===== src/rtl/alu8_pkg.sv =====
package alu8_pkg;

  localparam int unsigned FLAG_W = 5;

  typedef enum logic [3:0] {
    OP_ADD = 4'h0,
    OP_ADC = 4'h1,
    OP_SUB = 4'h2,
    OP_SBB = 4'h3,
    OP_AND = 4'h4,
    OP_OR  = 4'h5,
    OP_XOR = 4'h6,
    OP_NOT = 4'h7,
    OP_INC = 4'h8,
    OP_DEC = 4'h9,
    OP_RLC = 4'hA,
    OP_RRC = 4'hB,
    OP_RAL = 4'hC,
    OP_RAR = 4'hD,
    OP_CLR = 4'hE,
    OP_MOV = 4'hF
  } alu_op_e;

  // bit 4 .. bit 0
  typedef struct packed {
    logic sign;
    logic zero;
    logic aux;
    logic par;
    logic cy;
  } alu_flags_t;

endpackage


===== src/rtl/alu8_arith.sv =====
// Adder/subtractor split at the nibble boundary so the half carry falls out.
module alu8_arith #(
  parameter int unsigned DW = 8
) (
  input  logic [DW-1:0] a,
  input  logic [DW-1:0] b,
  input  logic          cin,   // carry in (add) or borrow in (subtract)
  input  logic          sub,
  output logic [DW-1:0] res,
  output logic          cout,  // carry out or borrow out of the top bit
  output logic          hcout  // carry out of / borrow into the middle bit
);
  localparam int unsigned HW = DW / 2;
  localparam int unsigned UW = DW - HW;

  logic [DW-1:0] b_eff;
  logic          c_eff;
  logic [HW:0]   lo_sum;
  logic [UW:0]   hi_sum;

  assign b_eff = sub ? ~b : b;
  assign c_eff = sub ? ~cin : cin;

  assign lo_sum = {1'b0, a[HW-1:0]} + {1'b0, b_eff[HW-1:0]} + {{HW{1'b0}}, c_eff};
  assign hi_sum = {1'b0, a[DW-1:HW]} + {1'b0, b_eff[DW-1:HW]} + {{UW{1'b0}}, lo_sum[HW]};

  assign res   = {hi_sum[UW-1:0], lo_sum[HW-1:0]};
  assign cout  = sub ? ~hi_sum[UW] : hi_sum[UW];
  assign hcout = sub ? ~lo_sum[HW] : lo_sum[HW];
endmodule


===== src/rtl/alu8_flaggen.sv =====
// Zero, sign and even-parity detection for one result word.
module alu8_flaggen #(
  parameter int unsigned DW = 8
) (
  input  logic [DW-1:0] res,
  output logic          zero,
  output logic          sign,
  output logic          par_even
);
  logic [DW:0] chain;

  assign chain[0] = 1'b0;
  for (genvar i = 0; i < DW; i++) begin : g_par
    assign chain[i+1] = chain[i] ^ res[i];
  end

  assign zero     = (res == '0);
  assign sign     = res[DW-1];
  assign par_even = ~chain[DW];
endmodule


===== src/rtl/alu8_datapath.sv =====
// Operation decode, result select and next-flag computation.
module alu8_datapath
  import alu8_pkg::*;
#(
  parameter int unsigned DW = 8
) (
  input  alu_op_e       op,
  input  logic [DW-1:0] acc,
  input  logic [DW-1:0] operand,
  input  alu_flags_t    flags_cur,
  output logic [DW-1:0] res,
  output alu_flags_t    flags_nxt
);
  logic          is_incdec;
  logic [DW-1:0] ar_b;
  logic          ar_cin;
  logic          ar_sub;
  logic [DW-1:0] ar_res;
  logic          ar_cout;
  logic          ar_hc;
  logic          fz, fs, fp;

  assign is_incdec = (op == OP_INC) || (op == OP_DEC);
  assign ar_b      = is_incdec ? '0 : operand;
  assign ar_sub    = (op == OP_SUB) || (op == OP_SBB) || (op == OP_DEC);
  assign ar_cin    = is_incdec ? 1'b1
                   : ((op == OP_ADC) || (op == OP_SBB)) ? flags_cur.cy : 1'b0;

  alu8_arith #(.DW(DW)) u_arith (
    .a    (acc),
    .b    (ar_b),
    .cin  (ar_cin),
    .sub  (ar_sub),
    .res  (ar_res),
    .cout (ar_cout),
    .hcout(ar_hc)
  );

  always_comb begin
    unique case (op)
      OP_ADD, OP_ADC, OP_SUB, OP_SBB,
      OP_INC, OP_DEC: res = ar_res;
      OP_AND:         res = acc & operand;
      OP_OR:          res = acc | operand;
      OP_XOR:         res = acc ^ operand;
      OP_NOT:         res = ~acc;
      OP_RLC:         res = {acc[DW-2:0], acc[DW-1]};
      OP_RRC:         res = {acc[0], acc[DW-1:1]};
      OP_RAL:         res = {acc[DW-2:0], flags_cur.cy};
      OP_RAR:         res = {flags_cur.cy, acc[DW-1:1]};
      OP_CLR:         res = '0;
      default:        res = operand;  // OP_MOV
    endcase
  end

  alu8_flaggen #(.DW(DW)) u_flaggen (
    .res     (res),
    .zero    (fz),
    .sign    (fs),
    .par_even(fp)
  );

  always_comb begin
    flags_nxt = flags_cur;
    unique case (op)
      OP_ADD, OP_ADC, OP_SUB, OP_SBB: begin
        flags_nxt = '{sign: fs, zero: fz, aux: ar_hc, par: fp, cy: ar_cout};
      end
      OP_AND, OP_OR, OP_XOR, OP_CLR: begin
        flags_nxt = '{sign: fs, zero: fz, aux: 1'b0, par: fp, cy: 1'b0};
      end
      OP_INC, OP_DEC: begin
        flags_nxt = '{sign: fs, zero: fz, aux: ar_hc, par: fp, cy: flags_cur.cy};
      end
      OP_RLC, OP_RAL: flags_nxt.cy = acc[DW-1];
      OP_RRC, OP_RAR: flags_nxt.cy = acc[0];
      default: flags_nxt = flags_cur;  // OP_NOT, OP_MOV
    endcase
  end
endmodule


===== src/rtl/alu8_state.sv =====
// Accumulator and flag registers with status-word restore.
module alu8_state
  import alu8_pkg::*;
#(
  parameter int unsigned DW = 8
) (
  input  logic          clk,
  input  logic          rst,
  input  logic          op_valid,
  input  logic          psw_load,
  input  logic [2*DW-1:0] psw_in,
  input  logic [DW-1:0] res,
  input  alu_flags_t    flags_nxt,
  output logic [DW-1:0] acc,
  output alu_flags_t    flags
);
  logic unused_psw_pad;
  assign unused_psw_pad = ^psw_in[DW-1:FLAG_W];

  always_ff @(posedge clk) begin
    if (rst) begin
      acc   <= '0;
      flags <= '0;
    end else if (psw_load) begin
      acc   <= psw_in[2*DW-1:DW];
      flags <= alu_flags_t'(psw_in[FLAG_W-1:0]);
    end else if (op_valid) begin
      acc   <= res;
      flags <= flags_nxt;
    end
  end
endmodule


===== src/rtl/alu8_flags_unit.sv =====
module alu8_flags_unit
  import alu8_pkg::*;
#(
  parameter int unsigned DW = 8
) (
  input  logic                clk,
  input  logic                rst,
  input  logic                op_valid,
  input  logic [3:0]          op_code,
  input  logic [DW-1:0]       operand,
  input  logic                psw_load,
  input  logic [2*DW-1:0]     psw_in,
  output logic [DW-1:0]       acc_out,
  output logic [FLAG_W-1:0]   flags_out,
  output logic [2*DW-1:0]     psw_out
);
  localparam int unsigned PAD_W = DW - FLAG_W;

  logic [DW-1:0] acc_q;
  alu_flags_t    flags_q;
  logic [DW-1:0] res;
  alu_flags_t    flags_nxt;

  alu8_datapath #(.DW(DW)) u_datapath (
    .op       (alu_op_e'(op_code)),
    .acc      (acc_q),
    .operand  (operand),
    .flags_cur(flags_q),
    .res      (res),
    .flags_nxt(flags_nxt)
  );

  alu8_state #(.DW(DW)) u_state (
    .clk      (clk),
    .rst      (rst),
    .op_valid (op_valid),
    .psw_load (psw_load),
    .psw_in   (psw_in),
    .res      (res),
    .flags_nxt(flags_nxt),
    .acc      (acc_q),
    .flags    (flags_q)
  );

  assign acc_out   = acc_q;
  assign flags_out = flags_q;
  assign psw_out   = {acc_q, {PAD_W{1'b0}}, flags_q};
endmodule


===== config.mk =====
export PLATFORM = sky130hd
export DESIGN_NAME = alu8_flags_unit
export DESIGN_NICKNAME = d
export VERILOG_FILES = /design/src/rtl/alu8_pkg.sv /design/src/rtl/alu8_arith.sv /design/src/rtl/alu8_flaggen.sv /design/src/rtl/alu8_datapath.sv /design/src/rtl/alu8_state.sv /design/src/rtl/alu8_flags_unit.sv
export SDC_FILE = /design/constraint.sdc
export NUM_CORES = 1
export LEC_CHECK = 0
export BUFFER_PORTS_ARGS = -buffer_cell sky130_fd_sc_hd__clkbuf_2
export CAP_MARGIN = 10
export CORE_MARGIN = 2
export CORE_UTILIZATION = 50
export CTS_CLUSTER_SIZE = 30
export DETAILED_ROUTE_END_ITERATION = 12
export GPL_ROUTABILITY_DRIVEN = 1
export PLACE_DENSITY = 0.87
export SETUP_SLACK_MARGIN = 0.1
export SYNTH_ARGS = -nofsm -noshare
export SYNTH_HDL_FRONTEND = slang
export SYNTH_SLANG_ARGS = --single-unit

===== constraint.sdc =====
create_clock -name clk -period 5.54 [get_ports clk]
set_input_delay 1.108 -clock clk [delete_from_list [all_inputs] [get_ports clk]]
set_output_delay 1.108 -clock clk [all_outputs]
set_load 0.05 [all_outputs]

==> metrics.txt <==
status=finished, final reports clean; clock network power share=15.9%; Die Span Y=74.0 um; Reg power frac=22.0%; Sw Share=48.0%; Cell Int Power=0.282 mW; Crit. Startpoint=op_code[3]; RSZ-0062 raised after global routing=no; skew final=0.00301 ns; DRT Pass-1 Iters=4; routed vias=2,463; mux contribution to synthesized area=10.4%; slowest cell on the critical path=fa_1; total track usage=24.4%; maximum level of the CTS H-tree=1; final wirelength=6420 um; Starting Density=51.8%; Data required, critical path=5.71 ns; final hold slack=0.511 ns; largest net degree at the start of global routing=45; number of remaining DRC errors=0; worst vdd ir=0.169 mV; Commonest cells post-synth=39 x a21oi_1, 29 x nand2_1, 26 x inv_1; Synth area leader=ha_1; DRT iter0 DRCs=250; ant diodes=0; Post-Syn Instances=328; Synth Flop Type=dfxtp_1; startpoint types=input pin; Setup crit end kind=flop; Max Fclk=198 MHz; met1 Use GR=35.0%; boundary pin count=61; Seq cells post-synth=13; Pwr Density=201 nW/um^2; P_leak=1.28 nW; Final ANT Viol Nets=0; Psw=0.260 mW; Place WS=0.279 ns; Clock Latency Late Sink=0.25 ns; met2 Use GR=38.2%; period utilization=91.2%; Final Hold Vio Count=0; initial antenna violation count=0; die area=5470 um^2; Placer Congestion=0.946; Max FO, Critical Path=11; Worst-path clk slew=0.05 ns; Crit path largest cell delay=0.41 ns; simple-gate share of the synthesized area=16.2%; Core Box Area=4720 um^2; Clock Path Buffers=2; wire per inst=15.0 um; global route overflow=0; Post-synth EDFFs=0; GR peak layer=met2; Final Worst Setup Slack=0.490 ns; Setup Total Neg Slack=0 ns; Num CTS Buffers=3; Tmin final=5.05 ns; most instantiated library cell after synthesis=a21oi_1; top cells by area, synth=ha_1 12%, dfxtp_1 11%, mux2i_1 9.0%; post-synthesis cell area=2450 um^2; Mean Syn Cell Area=7.47 um^2; # port buffers=54; Worst path most repeated cell=fa_1; dpl cell area=2650 um^2; combinational share of power=62.1%; Synth Area in XOR/XNOR=4.14%; root buf cell=clkbuf_8; Seq/Total Area, Yosys=10.6%; Worst Path Arrival=5.22 ns; count of cell types in the netlist=59; first-pass GRT wire length=10,500 um; share of cells above drive strength 1=23.5%; FFs w/ async S/R, synth=0%; met3 Use GR=1.63%; Pins Over Slew Limit=0; DP HPWL=4900 um; post-synthesis compound-gate area fraction=29.5%; postcts setup bufs=0; largest family of logic cells by synthesized area=compound AO/OA/AOI/OAI gates; Hold Buf Count CTS=0; HP Start=u_state.flags[3]; Synth top area share=11.8%; row cnt=25; post_cts resized=0; drt via density=5.74; max_cap viols=0; Synth-to-Final Area Change=9.91%; Synth warnings=0; CTS Sinks=13; Crit Path Category=input pin to flop; post-synthesis adder-cell area fraction=15.0%; die width=74.0 um; CTS tree=done; final number of setup-violating endpoints=0; vias in the first global route=2,155; reg2reg start=u_state.flags[0]; nets=422; final instance area=2690 um^2; Hold Path Class=flop to flop; critical path cell sequence=clkbuf_2, inv_2, nand2_1, a21oi_1, a21oi_1, nor2_1, fa_1, inv_1, fa_1, nor2b_1, o21ai_0, nand2b_1, fa_1, inv_1, fa_1, xnor2_1, a22oi_2, a32oi_2, xor2_1, xnor2_1, xnor3_1, a31oi_1
[routing by layer]
| layer | part of all wire (%) | up-vias | routed length [um] |
|---|---|---|---|
| li1 | - | 1213 | - |
| met1 | 46 | 1128 | 2930 |
| met2 | 45 | 111 | 2910 |
| met3 | 7.2 | 11 | 460 |
| met4 | 1.9 | 0 | 124 |
| met5 | 0 | - | 0 |
[metrics by stage]
stage	util, %	total power, mW	instances
after floorplan	-	0.396	330
after global placement	56.0	0.449	425
after detailed placement	56.0	0.455	425
after CTS	57.0	0.543	429
after global routing	57.0	0.577	429
final	57.0	0.541	429
[critical path, delay by kind of cell]
kind	cells	cell delay [ns]
xor+xnor	4	0.91
simple gates	4	0.56
fa+ha+maj	4	1.25
buf+inv	4	0.47
compound gates	6	0.91
[sequential cells by signal, summed over array words and instances (netlist names)]
signal / flops
u_state.flags: 5
u_state.acc: 8
[layout by cell type, fill, tap and decap left out, drive strengths merged, types with 4 or more instances in the layout]
master,count
clkbuf,58
a21oi,40
nand2,32
inv,27
nor2,26
ha,23
mux2i,22
o21ai,17
dfxtp,13
a211oi,10
buf,10
xnor2,6
a31oi,6
nor2b,5
o211ai,5
a21o,5
nand3,4
o221ai,4
nor3,4
fa,4
o22ai,4
[worst paths after layout]
check	end	slack, ns	cells past startpoint
setup / recovery	u_state.flags[1]	0.49	22
hold / removal	u_state.flags[3]	0.51	2
setup reg to reg	u_state.flags[1]	1.32	20
hold reg to reg	u_state.flags[3]	0.51	2
[logic make-up (layout without fill, tap and decap cells)]
kind of cell	Yosys count	after routing
AO/OA/AOI/OAI	107	107
other	1	3
adder cells (fa/ha/maj)	27	27
multiplexers	25	25
XOR/XNOR	10	10
buffers and inverters	63	95
AND/OR/NAND/NOR	82	82
flip-flops	13	13
[power by group through the flow]
stage | logic [mW] | registers (mW) | clock network (mW)
detailed placement | 0.334 | 0.121 | 0
CTS | 0.335 | 0.119 | 0.0882
global placement | 0.328 | 0.121 | 0
floorplan | 0.248 | 0.148 | 0
global route | 0.365 | 0.121 | 0.0911
finish | 0.336 | 0.119 | 0.0859
[final cells by class]
type | instances | area [um^2]
fillers | 446 | 2030
multi-input cells | 254 | 1860
repair buffers | 64 | 345
flip-flops and latches | 13 | 260
inverters | 27 | 101
well taps | 67 | 83.8
clock buffers | 4 | 45.0
Note: power is estimated with default switching activity, not from simulation.
